<file path="src/rtl/irq_ctrl_pkg.sv">
package irq_ctrl_pkg;
  localparam int REG_AW = 3;

  typedef enum logic [REG_AW-1:0] {
    RA_PEND = 3'd0,
    RA_PSET = 3'd1,
    RA_PCLR = 3'd2,
    RA_MASK = 3'd3,
    RA_CTRL = 3'd4,
    RA_SEQ  = 3'd5
  } reg_addr_e;

  localparam int SEQ_GIE_BIT = 2;
  localparam int SEQ_EXC_BIT = 3;
endpackage

</file>
<file path="src/rtl/irq_pin_sync.sv">
module irq_pin_sync #(
  parameter int STAGES = 2
) (
  input  logic clk,
  input  logic rst,
  input  logic pin_i,
  output logic lvl_o,
  output logic rise_o
);
  logic [STAGES-1:0] chain_q;
  logic              prev_q;

  always_ff @(posedge clk) begin
    if (rst) begin
      chain_q <= '0;
      prev_q  <= 1'b0;
    end else begin
      chain_q <= {chain_q[STAGES-2:0], pin_i};
      prev_q  <= chain_q[STAGES-1];
    end
  end

  assign lvl_o  = chain_q[STAGES-1];
  assign rise_o = chain_q[STAGES-1] & ~prev_q;
endmodule

</file>
<file path="src/rtl/irq_pend_bank.sv">
module irq_pend_bank #(
  parameter int N     = 6,
  parameter int IDX_W = 3
) (
  input  logic             clk,
  input  logic             rst,
  input  logic             wr_all,
  input  logic             wr_set,
  input  logic             wr_clr,
  input  logic [N-1:0]     wdata,
  input  logic [N-1:0]     lvl_mask,
  input  logic [N-1:0]     lvl_val,
  input  logic [N-1:0]     event_i,
  input  logic             ack_en,
  input  logic [IDX_W-1:0] ack_idx,
  output logic [N-1:0]     pend_o
);
  logic [N-1:0] nxt;

  always_comb begin
    nxt = pend_o;
    if (ack_en && !lvl_mask[ack_idx]) nxt[ack_idx] = 1'b0;
    if (wr_all) nxt = wdata;
    if (wr_set) nxt = nxt | wdata;
    if (wr_clr) nxt = nxt & ~wdata;
    nxt = nxt | event_i;
    nxt = (nxt & ~lvl_mask) | (lvl_val & lvl_mask);
  end

  always_ff @(posedge clk) begin
    if (rst) pend_o <= '0;
    else     pend_o <= nxt;
  end

  assert_set_alias_R2: assert property (@(posedge clk) disable iff (rst)
    wr_set |=> ((pend_o & $past(wdata & ~lvl_mask)) == $past(wdata & ~lvl_mask)));

  assert_clear_alias_R3: assert property (@(posedge clk) disable iff (rst)
    wr_clr |=> ((pend_o & $past(wdata & ~lvl_mask & ~event_i)) == '0));

  assert_level_follow_R8: assert property (@(posedge clk) disable iff (rst)
    1'b1 |=> ((pend_o & $past(lvl_mask)) == ($past(lvl_val) & $past(lvl_mask))));

  assert_ack_clear_R11: assert property (@(posedge clk) disable iff (rst)
    (ack_en && !lvl_mask[ack_idx] && !event_i[ack_idx] && !wr_all && !wr_set)
    |=> !pend_o[$past(ack_idx)]);

  assert_event_wins_R12: assert property (@(posedge clk) disable iff (rst)
    1'b1 |=> ((pend_o & $past(event_i)) == $past(event_i)));
endmodule

</file>
<file path="src/rtl/irq_prio_enc.sv">
module irq_prio_enc #(
  parameter int N     = 6,
  parameter int IDX_W = 3
) (
  input  logic             clk,
  input  logic             rst,
  input  logic [N-1:0]     act,
  input  logic             gie,
  output logic             irq_req,
  output logic [IDX_W-1:0] irq_id
);
  logic [IDX_W-1:0] id_c;
  logic             hit_c;
  logic [N-1:0]     act_q;

  always_comb begin
    id_c  = '0;
    hit_c = 1'b0;
    for (int i = N - 1; i >= 0; i--) begin
      if (act[i]) begin
        id_c  = IDX_W'(i);
        hit_c = 1'b1;
      end
    end
  end

  always_ff @(posedge clk) begin
    if (rst) begin
      irq_req <= 1'b0;
      irq_id  <= '0;
      act_q   <= '0;
    end else begin
      irq_req <= hit_c & gie;
      irq_id  <= id_c;
      act_q   <= act;
    end
  end

  assert_gie_gate_R6: assert property (@(posedge clk) disable iff (rst)
    !gie |=> !irq_req);

  assert_req_raise_R10: assert property (@(posedge clk) disable iff (rst)
    (gie && (act != '0)) |=> irq_req);

  assert_lowest_index_R10: assert property (@(posedge clk) disable iff (rst)
    irq_req |-> (act_q[irq_id] && ((act_q & ((N'(1) << irq_id) - N'(1))) == '0)));
endmodule

</file>
<file path="src/rtl/irq_latch_ctrl.sv">
module irq_latch_ctrl
  import irq_ctrl_pkg::*;
#(
  parameter int NUM_PINS    = 4,
  parameter int NUM_TIMERS  = 2,
  parameter int DATA_W      = 32,
  parameter int SYNC_STAGES = 2
) (
  input  logic                                       clk,
  input  logic                                       rst,
  input  logic [NUM_PINS-1:0]                        pin_irq,
  input  logic [NUM_TIMERS-1:0]                      tmr_tick,
  input  logic                                       bus_wr,
  input  logic [REG_AW-1:0]                          bus_addr,
  input  logic [DATA_W-1:0]                          bus_wdata,
  output logic [DATA_W-1:0]                          bus_rdata,
  input  logic                                       ack,
  output logic                                       irq_req,
  output logic [$clog2(NUM_PINS+NUM_TIMERS)-1:0]     irq_id
);
  localparam int NUM_SRC = NUM_PINS + NUM_TIMERS;
  localparam int IDX_W   = $clog2(NUM_SRC);

  logic [NUM_PINS-1:0]   pin_lvl, pin_rise;
  logic [NUM_SRC-1:0]    mask_q;
  logic [NUM_PINS-1:0]   edge_sel_q;
  logic [NUM_TIMERS-1:0] run_q;
  logic                  gie_q, exc_q;
  logic [NUM_SRC-1:0]    pend;
  logic [NUM_SRC-1:0]    lvl_mask, lvl_val, hw_event;
  logic                  wr_pend, wr_pset, wr_pclr;
  logic [DATA_W-1:0]     seq_word;
  logic                  unused_wdata;

  genvar g;
  generate
    for (g = 0; g < NUM_PINS; g++) begin : g_pin
      irq_pin_sync #(.STAGES(SYNC_STAGES)) u_sync (
        .clk    (clk),
        .rst    (rst),
        .pin_i  (pin_irq[g]),
        .lvl_o  (pin_lvl[g]),
        .rise_o (pin_rise[g])
      );
    end
  endgenerate

  assign wr_pend  = bus_wr && (bus_addr == RA_PEND);
  assign wr_pset  = bus_wr && (bus_addr == RA_PSET);
  assign wr_pclr  = bus_wr && (bus_addr == RA_PCLR);
  assign lvl_mask = {{NUM_TIMERS{1'b0}}, ~edge_sel_q};
  assign lvl_val  = {{NUM_TIMERS{1'b0}}, pin_lvl};
  assign hw_event = {tmr_tick & run_q, pin_rise & edge_sel_q};
  assign unused_wdata = ^bus_wdata;

  always_ff @(posedge clk) begin
    if (rst) begin
      mask_q     <= '0;
      edge_sel_q <= '0;
      run_q      <= '0;
      gie_q      <= 1'b0;
      exc_q      <= 1'b0;
    end else if (bus_wr) begin
      case (bus_addr)
        RA_MASK: mask_q <= bus_wdata[NUM_SRC-1:0];
        RA_CTRL: begin
          edge_sel_q <= bus_wdata[NUM_PINS-1:0];
          run_q      <= bus_wdata[NUM_SRC-1:NUM_PINS];
        end
        RA_SEQ: begin
          gie_q <= bus_wdata[SEQ_GIE_BIT];
          exc_q <= bus_wdata[SEQ_EXC_BIT];
        end
        default: ;
      endcase
    end
  end

  irq_pend_bank #(.N(NUM_SRC), .IDX_W(IDX_W)) u_bank (
    .clk      (clk),
    .rst      (rst),
    .wr_all   (wr_pend),
    .wr_set   (wr_pset),
    .wr_clr   (wr_pclr),
    .wdata    (bus_wdata[NUM_SRC-1:0]),
    .lvl_mask (lvl_mask),
    .lvl_val  (lvl_val),
    .event_i  (hw_event),
    .ack_en   (ack && irq_req),
    .ack_idx  (irq_id),
    .pend_o   (pend)
  );

  irq_prio_enc #(.N(NUM_SRC), .IDX_W(IDX_W)) u_enc (
    .clk     (clk),
    .rst     (rst),
    .act     (pend & mask_q),
    .gie     (gie_q),
    .irq_req (irq_req),
    .irq_id  (irq_id)
  );

  always_comb begin
    seq_word              = '0;
    seq_word[SEQ_GIE_BIT] = gie_q;
    seq_word[SEQ_EXC_BIT] = exc_q;
  end

  always_ff @(posedge clk) begin
    if (rst) begin
      bus_rdata <= '0;
    end else begin
      case (bus_addr)
        RA_PEND, RA_PSET, RA_PCLR: bus_rdata <= DATA_W'(pend);
        RA_MASK: bus_rdata <= DATA_W'(mask_q);
        RA_CTRL: bus_rdata <= DATA_W'({run_q, edge_sel_q});
        RA_SEQ:  bus_rdata <= seq_word;
        default: bus_rdata <= '0;
      endcase
    end
  end

  assert_ctrl_reserved_R5: assert property (@(posedge clk) disable iff (rst)
    ($past(bus_addr) == RA_CTRL) |-> (bus_rdata[DATA_W-1:NUM_SRC] == '0));
endmodule

</file>
<file path="config.mk">
export PLATFORM = sky130hd
export DESIGN_NAME = irq_latch_ctrl
export DESIGN_NICKNAME = d
export VERILOG_FILES = /design/src/rtl/irq_ctrl_pkg.sv /design/src/rtl/irq_pin_sync.sv /design/src/rtl/irq_pend_bank.sv /design/src/rtl/irq_prio_enc.sv /design/src/rtl/irq_latch_ctrl.sv
export SDC_FILE = /design/constraint.sdc
export NUM_CORES = 1
export LEC_CHECK = 0
export BUFFER_PORTS_ARGS = -buffer_cell sky130_fd_sc_hd__buf_4
export CAP_MARGIN = 20
export CORE_MARGIN = 8
export CORE_UTILIZATION = 51
export CTS_CLUSTER_SIZE = 30
export DETAILED_ROUTE_END_ITERATION = 16
export GPL_TIMING_DRIVEN = 0
export MAX_ROUTING_LAYER = met4
export PLACE_DENSITY = 0.84
export REMOVE_ABC_BUFFERS = 1
export SETUP_SLACK_MARGIN = 0.3
export SLEW_MARGIN = 20
export SYNTH_ARGS = -nofsm -noshare
export SYNTH_HDL_FRONTEND = slang
export SYNTH_SLANG_ARGS = --single-unit
</file>
<file path="constraint.sdc">
create_clock -name clk -period 2.1 [get_ports clk]
set_input_delay 0 -clock clk [delete_from_list [all_inputs] [get_ports clk]]
set_output_delay 0 -clock clk [all_outputs]
set_load 0.005 [all_outputs]
</file>
# Yosys cells after proc, flatten, opt, wreduce, memory -nomap -nowiden
# Index checks and enable logic that the tools add are counted.
[totals] regBits=68 word_cells=84
[classes] order_cmp=2 n_eq_ne=5 n_mux=20 bitwise=23 n_reduce_logical=15
[op_table] operator="6-bit AND" n=4
[op_table] operator="6-bit two-way mux" n=4
[op_table] operator="6-bit case mux with 4 select lines" n=1
[op_table] operator="6-bit bitwise OR" n=3
[op_table] operator="6-bit NOT" n=2
[op_table] operator="1-bit two-way mux" n=9
[op_table] operator="4-bit AND" n=2
[op_table] operator="3-bit by 2-bit equality test with 1-bit output (second input constant)" n=2
[op_table] operator="3-bit equality test (second input constant)" n=2
[op_table] operator="1-bit logical AND" n=6
[op_table] operator="3-bit two-way mux" n=2
[op_table] operator="4-bit NOT with 6-bit output" n=1
[op_table] operator="2-bit AND reduction" n=3
[op_table] operator="3-bit OR reduction" n=2
[op_table] operator="1-bit AND" n=5
[op_table] operator="5-bit OR reduction" n=1
[op_table] operator="3-bit by 4-bit < comparator with 1-bit output (second input constant)" n=1
[op_table] operator="2-bit two-way mux" n=2
[op_table] operator="1-bit NOT" n=4
[op_table] operator="4-bit NOT" n=1
[op_table] operator="1-bit binary-select mux with 3-bit select" n=1
[op_table] operator="1-bit demux with 3-bit select" n=1
[op_table] operator="3-bit by 1-bit equality test with 1-bit output (second input constant)" n=1
[op_table] operator="3-bit by 1-bit >= comparator with 1-bit output (second input constant)" n=1
[op_table] operator="4 further kinds" n=4

# Longest topological paths before layout
# Gate-level depths: netlist of run 1.
[logic_depth] depth_word=15 depth_mapped=5 depth_no_buf=4

# Cells and area by module
# A second synthesis of run 1 with hierarchy kept.
[unflattened] cells_unflattened=230 hier_area_um2=2117.0
[modules_own_cells] mod="irq_latch_ctrl" instances=1 cells_per_inst=142 area_each_um2=1216.2 seq_area_each_um2=400.4
[modules_own_cells] mod="irq_pend_bank" instances=1 cells_per_inst=44 area_each_um2=384.1 seq_area_each_um2=120.1
[modules_own_cells] mod="irq_pin_sync" instances=4 cells_per_inst=7 area_each_um2=87.6 seq_area_each_um2=60.1
[modules_own_cells] mod="irq_prio_enc" instances=1 cells_per_inst=16 area_each_um2=166.4 seq_area_each_um2=80.1

# Worst setup path after synthesis of run 1
# OpenSTA, ideal clock, no wires.
[synth_timing] path_kind="input to register" start="in bus_addr[0]" end="reg u_bank.pend_o[5]" t_arrival_ps=928 t_required_ps=1972 path_slack_ps=1044 stages=5 path_buffers=1 path_cell_list="buf_2 -> nor3b_1 -> a2bb2oi_1 -> a222oi_1 -> nor2_1"
[synth_via] elab_chain_cells=10 elab_cells_between_ends=14
[synth_rtl] element="from (decl)" line_no="irq_latch_ctrl.sv:14" source="input logic [REG_AW-1:0] bus_addr,"
[synth_rtl] element="3-bit logical NOT" line_no="irq_latch_ctrl.sv:48" source="assign wr_pend = bus_wr && (bus_addr == RA_PEND);"
[synth_rtl] element="1-bit logical AND" line_no="irq_latch_ctrl.sv:48"
[synth_rtl] element="6-bit two-way mux" line_no="irq_pend_bank.sv:23" source="if (wr_all) nxt = wdata;"
[synth_rtl] element="6-bit bitwise OR" line_no="irq_pend_bank.sv:24" source="if (wr_set) nxt = nxt | wdata;"
[synth_rtl] element="6-bit two-way mux" line_no="irq_pend_bank.sv:24"
[synth_rtl] element="6-bit AND" line_no="irq_pend_bank.sv:25" source="if (wr_clr) nxt = nxt & ~wdata;"
[synth_rtl] element="6-bit two-way mux *" line_no="irq_pend_bank.sv:25"
[synth_rtl] element="6-bit bitwise OR *" line_no="irq_pend_bank.sv:26" source="nxt = nxt | event_i;"
[synth_rtl] element="6-bit AND *" line_no="irq_pend_bank.sv:27" source="nxt = (nxt & ~lvl_mask) | (lvl_val & lvl_mask);"
[synth_rtl] element="6-bit bitwise OR *" line_no="irq_pend_bank.sv:27"
[synth_rtl] element="to (signal assigned)" line_no="irq_pend_bank.sv:32" source="else pend_o <= nxt;"
[synth_rtl] element="to (decl)" line_no="irq_pend_bank.sv:16" source="output logic [N-1:0] pend_o"
# Every way passes the cells marked *; elsewhere a longest branch is shown, timed or not.
# A chain may end at the register's enable or synchronous reset.

# Worst setup path after layout of run 1
[layout_timing] start="reg u_enc.irq_id[1]" end="reg u_bank.pend_o[5]"
[layout_via] elab_chain_cells=15 elab_cells_between_ends=20
[layout_rtl] element="from (decl)" line_no="irq_prio_enc.sv:10" source="output logic [IDX_W-1:0] irq_id"
[layout_rtl] element="from (signal assigned)" line_no="irq_prio_enc.sv:34" source="irq_id <= id_c;"
[layout_rtl] element="3-bit by 4-bit < comparator with 1-bit output (implied by the code) or 3-bit by 1-bit >= comparator with 1-bit output (tied branches)" line_no="irq_pend_bank.sv:22" source="if (ack_en && !lvl_mask[ack_idx]) nxt[ack_idx] = 1'b0;"
[layout_rtl] element="1-bit logical AND (implied by the code)" line_no="irq_pend_bank.sv:22"
[layout_rtl] element="1-bit two-way mux (implied by the code)" line_no="irq_pend_bank.sv:22"
[layout_rtl] element="1-bit demux with 3-bit select"
[layout_rtl] element="6-bit NOT (no line)"
[layout_rtl] element="6-bit AND (no line)"
[layout_rtl] element="6-bit two-way mux *" line_no="irq_pend_bank.sv:22"
[layout_rtl] element="6-bit two-way mux *" line_no="irq_pend_bank.sv:23"
[layout_rtl] element="6-bit bitwise OR" line_no="irq_pend_bank.sv:24"
[layout_rtl] element="6-bit two-way mux *" line_no="irq_pend_bank.sv:24"
[layout_rtl] element="6-bit AND" line_no="irq_pend_bank.sv:25"
[layout_rtl] element="6-bit two-way mux *" line_no="irq_pend_bank.sv:25"
[layout_rtl] element="6-bit bitwise OR *" line_no="irq_pend_bank.sv:26"
[layout_rtl] element="6-bit AND *" line_no="irq_pend_bank.sv:27"
[layout_rtl] element="6-bit bitwise OR *" line_no="irq_pend_bank.sv:27"
# Every way passes the cells marked *; elsewhere a longest branch is shown, timed or not. The select of a mux whose other input is x is not followed.

==> results of run 1 <==
worst max path at each step:
stage | start | depth (start not counted) | end | slack (ns)
2_1_floorplan | u_enc.irq_id[1]$_SDFF_PP0_ | 4 | u_bank.pend_o[5]$_SDFF_PP0_ | 1.07
3_3_place_gp | bus_addr[0] | 5 | u_bank.pend_o[5]$_SDFF_PP0_ | 0.71
3_5_place_dp | bus_addr[0] | 5 | u_bank.pend_o[5]$_SDFF_PP0_ | 0.65
4_1_cts | u_enc.irq_id[1]$_SDFF_PP0_ | 4 | u_bank.pend_o[5]$_SDFF_PP0_ | 0.92
5_1_grt | u_enc.irq_id[1]$_SDFF_PP0_ | 4 | u_bank.pend_o[5]$_SDFF_PP0_ | 0.87
6_report | u_enc.irq_id[1]$_SDFF_PP0_ | 4 | u_bank.pend_o[5]$_SDFF_PP0_ | 0.92
registers in the layout (all words and copies together) (netlist names), 2 cells and up:
name,flops
u_enc.irq_id,3
mask_q,6
bus_rdata,6
g_pin.u_sync.prev_q,4
edge_sel_q,4
g_pin.u_sync.chain_q,8
u_bank.pend_o,6
run_q,2
cell usage in the layout, fill, tap and decap left out, types with 2 or more instances in the layout:
cell type      synthesis  final
dfxtp_1               42     42
buf_4                 26     28
conb_1                 1     26
nor2b_1               18     18
mux2i_1               18     18
nor2_1                16     16
dlygate4sd3_1          0     12
nand2_1               10     10
a21oi_1                9      9
and2_1                 8      8
a22oi_1                7      7
o22ai_1                6      6
clkbuf_8               0      6
o21ai_0                5      5
a32oi_1                5      5
nand2b_1               5      5
inv_1                  3      3
nand3_1                3      3
nor3b_1                2      2
nand3b_1               2      2
o2111ai_1              2      2
nand4_1                2      2
critical path, delay by kind of cell, from the launching register on:
kind,cells,cell delay [ns]
AOI/OAI and AO/OA,2,0.41
DFF,1,0.35
and+or+nand+nor,2,0.31
power by group through the flow:
stage	clock network (W)	registers (W)	logic (W)
after floorplan	0	0.000844	0.0000633
after global placement	0	0.000847	0.000125
after detailed placement	0	0.000848	0.000128
after CTS	0.000543	0.000829	0.000146
after global routing	0.000576	0.000832	0.000162
final	0.000533	0.000830	0.000148
per-stage QoR:
step | utilization [%] | area (sq um) | hold slack [ns] | instances
final | 62.3 | 2280 | 0.0821 | 295
after global routing | 62.3 | 2280 | 0.101 | 295
after CTS | 62.3 | 2280 | 0.0846 | 295
after detailed placement | 56.5 | 2070 | 0.218 | 275
after global placement | 56.5 | 2070 | 0.210 | 275
after floorplan | - | 1800 | 0.0691 | 199
synthesized netlist by cell type:
cell type	count	area share, %
o211ai_1	1	0.39
a21o_1	1	0.39
conb_1	1	0.19
buf_1	1	0.19
nand3b_2	1	0.58
a32oi_1	5	2.3
nand3b_1	2	0.78
nand2b_1	5	1.6
nand3_1	3	0.78
nor3b_2	1	0.65
nor3_1	1	0.26
mux2i_1	18	9.4
a2bb2oi_1	1	0.45
o22ai_1	6	1.9
nor2b_1	18	5.8
o2111ai_1	2	0.91
nor3b_1	2	0.78
o21ai_0	5	1.3
and2_1	8	2.6
a21oi_1	9	2.3
inv_1	3	0.58
buf_2	3	0.78
a222oi_1	1	0.52
nor3b_4	1	0.97
nand2_1	10	1.9
clkbuf_1	2	0.39
nand4b_1	1	0.45
dfxtp_1	42	44
buf_4	26	10
nor2_1	16	3.1
a22oi_1	7	2.7
nand4_1	2	0.65
a41oi_1	1	0.45
routing by layer:
metal,track usage [%],wire (um),share of wire [%]
met4,7.92,67,1.6
met5,-,0,0
met3,4.61,294,6.8
met2,24.0,2110,49
met1,15.5,1840,43
cells by family (layout without fill, tap and decap cells):
logic type	Yosys count	after routing	synth area share [%]
and+or+nand+nor	71	71	21.0
DFF	42	42	43.6
AOI/OAI and AO/OA	39	39	13.7
buffers and inverters	35	51	12.1
muxes	18	18	9.35
other	1	26	0.195
what timing repair did:
item | CTS | global route
hold endpoints to repair | 21 | 0
gates resized for setup | 0 | 0
hold buffers | 12 | 0
setup buffers | 0 | 0
final cells by class:
class	instances	area share (%)
repair buffers	40	14.5
clock buffers	7	3.78
inverters	3	0.494
well taps	48	2.63
clock inverters	1	0.219
multi-input cells	154	41.5
flip-flops and latches	42	36.9
==> metrics, run 1 <==
status finished clean; proportion of layout cells with a drive suffix above 1 15.4%; sw power 0.000358 W; Max Fanout on Critical Path 5; Critical Path End Type flip-flop; fin crit period 1.18 ns; final hold viol count 0; Pre-antenna DRT Iters 4; syn_area_per_cell 9.35 sq um; post-DR vias/cell 5.20; Total Routed Length 4310 um; initial DRC count 125; worst relative slew slack 43.6%; Clock power frac 35.3%; Horiz. Die Dim 77.5 um; hold_sp rst; starting density of the core 52.6%; largest net degree at the start of global routing 36; fillcell total 346; Ant. Diodes 0; reg2reg start u_enc.irq_id[1]$_SDFF_PP0_; crit path DAT 1.36 ns; Setup CP Type flip-flop to flip-flop; initial antenna violation count 0; global-route wire length before repair 7010 um; Final setup violation count 0; cell count after synthesis 206; Layout Nets 291; gpl congestion 0.845; data required time of the worst path 2.29 ns; All-Layer GR Usage 14.7%; core area 3660 sq um; CTS tree done; combinational fraction of design power 9.8%; synthesized flop and latch total 42; Pleak 0.948 nW; Sw Share 23.7%; CTS root buf clkbuf_8; CP startpoint kind flip-flop; DR DRC count 0; post-DP HPWL 3070 um; setup TNS 0 ns; Clock Sinks 42; area delta synth->final 18.4%; DIE HEIGHT 77.5 um; Max Slew Vio Count 0; FP Rows 22; worst hold path depth 2; Hold WC Path Type input port to flip-flop; vias after detailed routing 1534; Least-Margin Pin Slew 0.844 ns; clock tree buffer depth 2; clock latency on the worst-skew pair 0.30 ns; fmax 851 MHz; Final period util 56.0%; Port Buffer Count 28; Fin Clk Skew 0.00759 ns; multi-input logic area 947 sq um; critical path cell sequence nand4b_1 > a2bb2oi_1 > a222oi_1 > nor2_1; H-Tree Depth 2; synth warn 0; Worst path slowest cell dfxtp_1; Reg clk slew, reported paths 0.08 ns; sequential share of power 54.9%; Cell Pwr Density 662 nW/um^2; total design power 0.00151 W; crit-path max cell delay 0.35 ns; flop2flop setup slack 0.92 ns; r2r endpoint u_bank.pend_o[5]$_SDFF_PP0_; max cap viols 0; Seq/Total Area, Yosys 43.6%; Routed wire per std cell 14.6 um; Cell variety after synth 33; number of I/O pins 81; Int Power 0.00115 W; Detail Route Antenna Nets 0; worst-case hold path end point u_bank.pend_o[5]$_SDFF_PP0_; final worst-path setup slack 0.925 ns; RSZ-0062 raised after global routing no; vias in the first global route 1558; grt total ovfl 0; R2R depth 4; pre-CTS WS 0.655 ns; Reg area 841 sq um; peak supply drop 0.000562 V; total CTS buffers 5; Die ar. 6000 sq um; Post-Synthesis Cell Area 1930 sq um
No activity file was read; power rests on OpenSTA's default activity.
==> run 2: changes to the inputs <==
--- a/config.mk
+++ b/config.mk
@@ -8,12 +8,12 @@
 export BUFFER_PORTS_ARGS = -buffer_cell sky130_fd_sc_hd__buf_4
 export CAP_MARGIN = 20
 export CORE_MARGIN = 8
-export CORE_UTILIZATION = 51
+export CORE_UTILIZATION = 43
 export CTS_CLUSTER_SIZE = 30
 export DETAILED_ROUTE_END_ITERATION = 16
 export GPL_TIMING_DRIVEN = 0
 export MAX_ROUTING_LAYER = met4
-export PLACE_DENSITY = 0.84
+export PLACE_DENSITY = 0.76
 export REMOVE_ABC_BUFFERS = 1
 export SETUP_SLACK_MARGIN = 0.3
 export SLEW_MARGIN = 20
==> constraint.sdc (replaced) <==
create_clock -name clk -period 1 [get_ports clk]
set_input_delay 0 -clock clk [delete_from_list [all_inputs] [get_ports clk]]
set_output_delay 0 -clock clk [all_outputs]
set_load 0.005 [all_outputs]
==> run 2 against run 1 <==
  * The flow now finishes with violations (hold timing, setup timing)
  * Global-route usage is 1.2 points lower
  * First-iteration DRC count grew 28%
  * Fmax grew 2.7%
  * Sequential share of layout area down 1.7 points
  * Critical endpoint unchanged
  * Largest power group unchanged
  * Highest routed layer unchanged
==> metrics, run 2 (same netlist as run 1, synthesis figures left out) <==
Max Fanout on Critical Path 2 (-3); Setup CP Type flip-flop to flip-flop; initial antenna violation count 0 (unchanged); max cap viols 0 (unchanged); most frequent cells in the layout conb_1 (26), buf_4 (23), dfxtp_1 (22); crit path to u_bank.pend_o[5]$_SDFF_PP0_; starting density of the core 44.6% (-8.1 points); combinational fraction of design power 10.1% (+0.3 points); largest net degree at the start of global routing 36 (unchanged); fin cells 302 (+2.4%); proportion of layout cells with a drive suffix above 1 32.4% (+17 points); global-route wire length before repair 7380 um (+5.2%); Pre-antenna DRT Iters 4 (unchanged); max FFs per register 8 (unchanged); GRT Max-Usage Layer met2; Int Power 0.00260 W (+130%); critical path startpoint u_enc.irq_id[1]$_SDFF_PP0_; Routed wire per std cell 15.7 um (+7.4%); Ant. Diodes 0 (unchanged); gpl congestion 0.954 (+13%); met2 usage 20.7% (-3.3 points); Cell Pwr Density 1360 nW/um^2 (+100%); sequential share of power 50.8% (-4.1 points); vias after detailed routing 1583 (+3.2%); CTS root buf clkbuf_8; DR DRC count 0 (unchanged); Clock power frac 39.1% (+3.8 points); post-DP HPWL 3060 um (-0.34%); Die ar. 6880 sq um (+15%); Max Slew Vio Count 0 (unchanged); grt total ovfl 0 (unchanged); Port Buffer Count 28 (unchanged); Reg clk slew, reported paths 0.08 ns (about the same); Critical Path End Type flip-flop; reg2reg start u_enc.irq_id[1]$_SDFF_PP0_; Detail Route Antenna Nets 0 (unchanged); setup TNS -0.291 ns (-0.291 ns); Top reg by flops g_pin.u_sync.chain_q; Final setup violation count 4 (+4); met1 Use GR 15.4% (-0.11 points); fillcell total 409 (+18%); violations in the final reports hold timing, setup timing; R2R depth 4 (unchanged); CTS tree done; number of I/O pins 81 (unchanged); total CTS buffers 5 (unchanged); GR Layer Usage met3 5.27% (+0.67 points); vias in the first global route 1546 (-0.77%); area delta synth->final 30.5%; RSZ-0062 raised after global routing yes; peak supply drop 0.00101 V (+80%); Horiz. Die Dim 82.9 um (+7.1%); Hold WC Path Type input port to flip-flop; commonest non-fill, non-tap cell in the layout conb_1; Least-Margin Pin Slew 0.565 ns (-0.279 ns); Sw Share 23.6% (-0.083 points); final hold viol count 4 (+4); Layout Nets 294 (+1.0%); Cells after DPL 279 (+1.5%); flop2flop setup slack -0.14 ns (-1.07 ns); DIE HEIGHT 82.9 um (+7.1%); fin crit period 1.14 ns (-0.0313 ns); worst relative slew slack 62.1% (+19 points); Pleak 1.06 nW (+12%); status complete, but fails checks; CP startpoint kind flip-flop; sw power 0.000806 W (+120%); initial DRC count 160 (+28%); data required time of the worst path 1.19 ns (-1.10 ns); All-Layer GR Usage 13.4% (-1.2 points); fmax 874 MHz (+2.7%); WHS -0.0302 ns (-0.112 ns); crit path DAT 1.33 ns (-0.03 ns); H-Tree Depth 2 (unchanged); post-DR vias/cell 5.24 (+0.80%); core area 4320 sq um (+18%); final worst-path setup slack -0.144 ns (-1.07 ns); clock tree buffer depth 2 (unchanged); Clock Sinks 42 (unchanged); Fin Clk Skew 0.00296 ns (-0.00463 ns); Total Routed Length 4740 um (+10%); r2r endpoint u_bank.pend_o[5]$_SDFF_PP0_; clock latency on the worst-skew pair 0.31 ns (about the same); FP Rows 24 (+9.1%); Final period util 114% (+58 points)
[run 2: changes by cell type in the layout (fill, tap and decap cells not counted), sizes merged]
cell and delta:
dlymetal6s4s +3, clkinv +1, bufinv +1, dlygate4sd3 -6, buf +6, clkbuf -2
[run 2: power by group through the flow]
stage | logic [W] | clock network, W | registers (W)
global route | 0.000374 | 0.00144 | 0.00174
global placement | 0.000264 | 0 | 0.00178
floorplan | 0.000133 | 0 | 0.00177
finish | 0.000344 | 0.00133 | 0.00173
CTS | 0.000320 | 0.00136 | 0.00174
detailed placement | 0.000269 | 0 | 0.00178
[run 2: what timing repair did]
item	CTS	global route
resized for setup	39	25
endpoints found under the setup margin	40	36
setup buffers	3	3
pin swaps	15	15
hold endpoints to repair	22	1
hold buffers	8	1
[run 2: routing by layer]
layer  up-vias  share of wire [%]
met4         0                2.2
met5         -                  0
li1        761                  -
met2        66                 48
met3        11                8.1
met1       745                 42
[run 2: layout make-up]
cell class,instances,area [sq um],share of cell area (%)
clock buffers,5,68.8,2.74
clock inverters,3,40.0,1.59
inverters,3,11.3,0.448
multi-input cells,154,1030,41.1
flip-flops and latches,42,883,35.1
well taps,52,65.1,2.59
repair buffers,43,412,16.4
[run 2: worst min path at each step]
stage | startpoint | end | depth (start not counted) | slack [ns]
after global routing | bus_wdata[5] | mask_q[5]$_SDFFE_PP0P_ | 3 | 0.002
final | tmr_tick[1] | u_bank.pend_o[5]$_SDFF_PP0_ | 3 | -0.03
after CTS | bus_wdata[5] | run_q[1]$_SDFFE_PP0P_ | 3 | -0.03
after detailed placement | pin_irq[0] | g_pin[0].u_sync.chain_q[0]$_SDFF_PP0_ | 2 | 0.22
after global placement | pin_irq[2] | g_pin[2].u_sync.chain_q[0]$_SDFF_PP0_ | 2 | 0.21
after floorplan | rst | u_bank.pend_o[2]$_SDFF_PP0_ | 1 | 0.07
[run 2: worst max-delay path, cell delays in order, from the launching register on]
cell and delay, ns:
dfxtp_4 0.36, nand4b_1 0.20, a2bb2oi_1 0.16, a222oi_1 0.24
nor2_1 0.07
[run 2: through the flow]
step	area (sq um)	total power, W	setup WS [ns]	util (%)
2_1_floorplan	1800	0.00191	-0.0317	-
3_3_place_gp	2070	0.00204	-0.329	48.0
6_report	2510	0.00341	-0.144	58.2
3_5_place_dp	2070	0.00205	-0.328	48.0
4_1_cts	2400	0.00342	-0.132	55.6
5_1_grt	2510	0.00355	-0.244	58.2
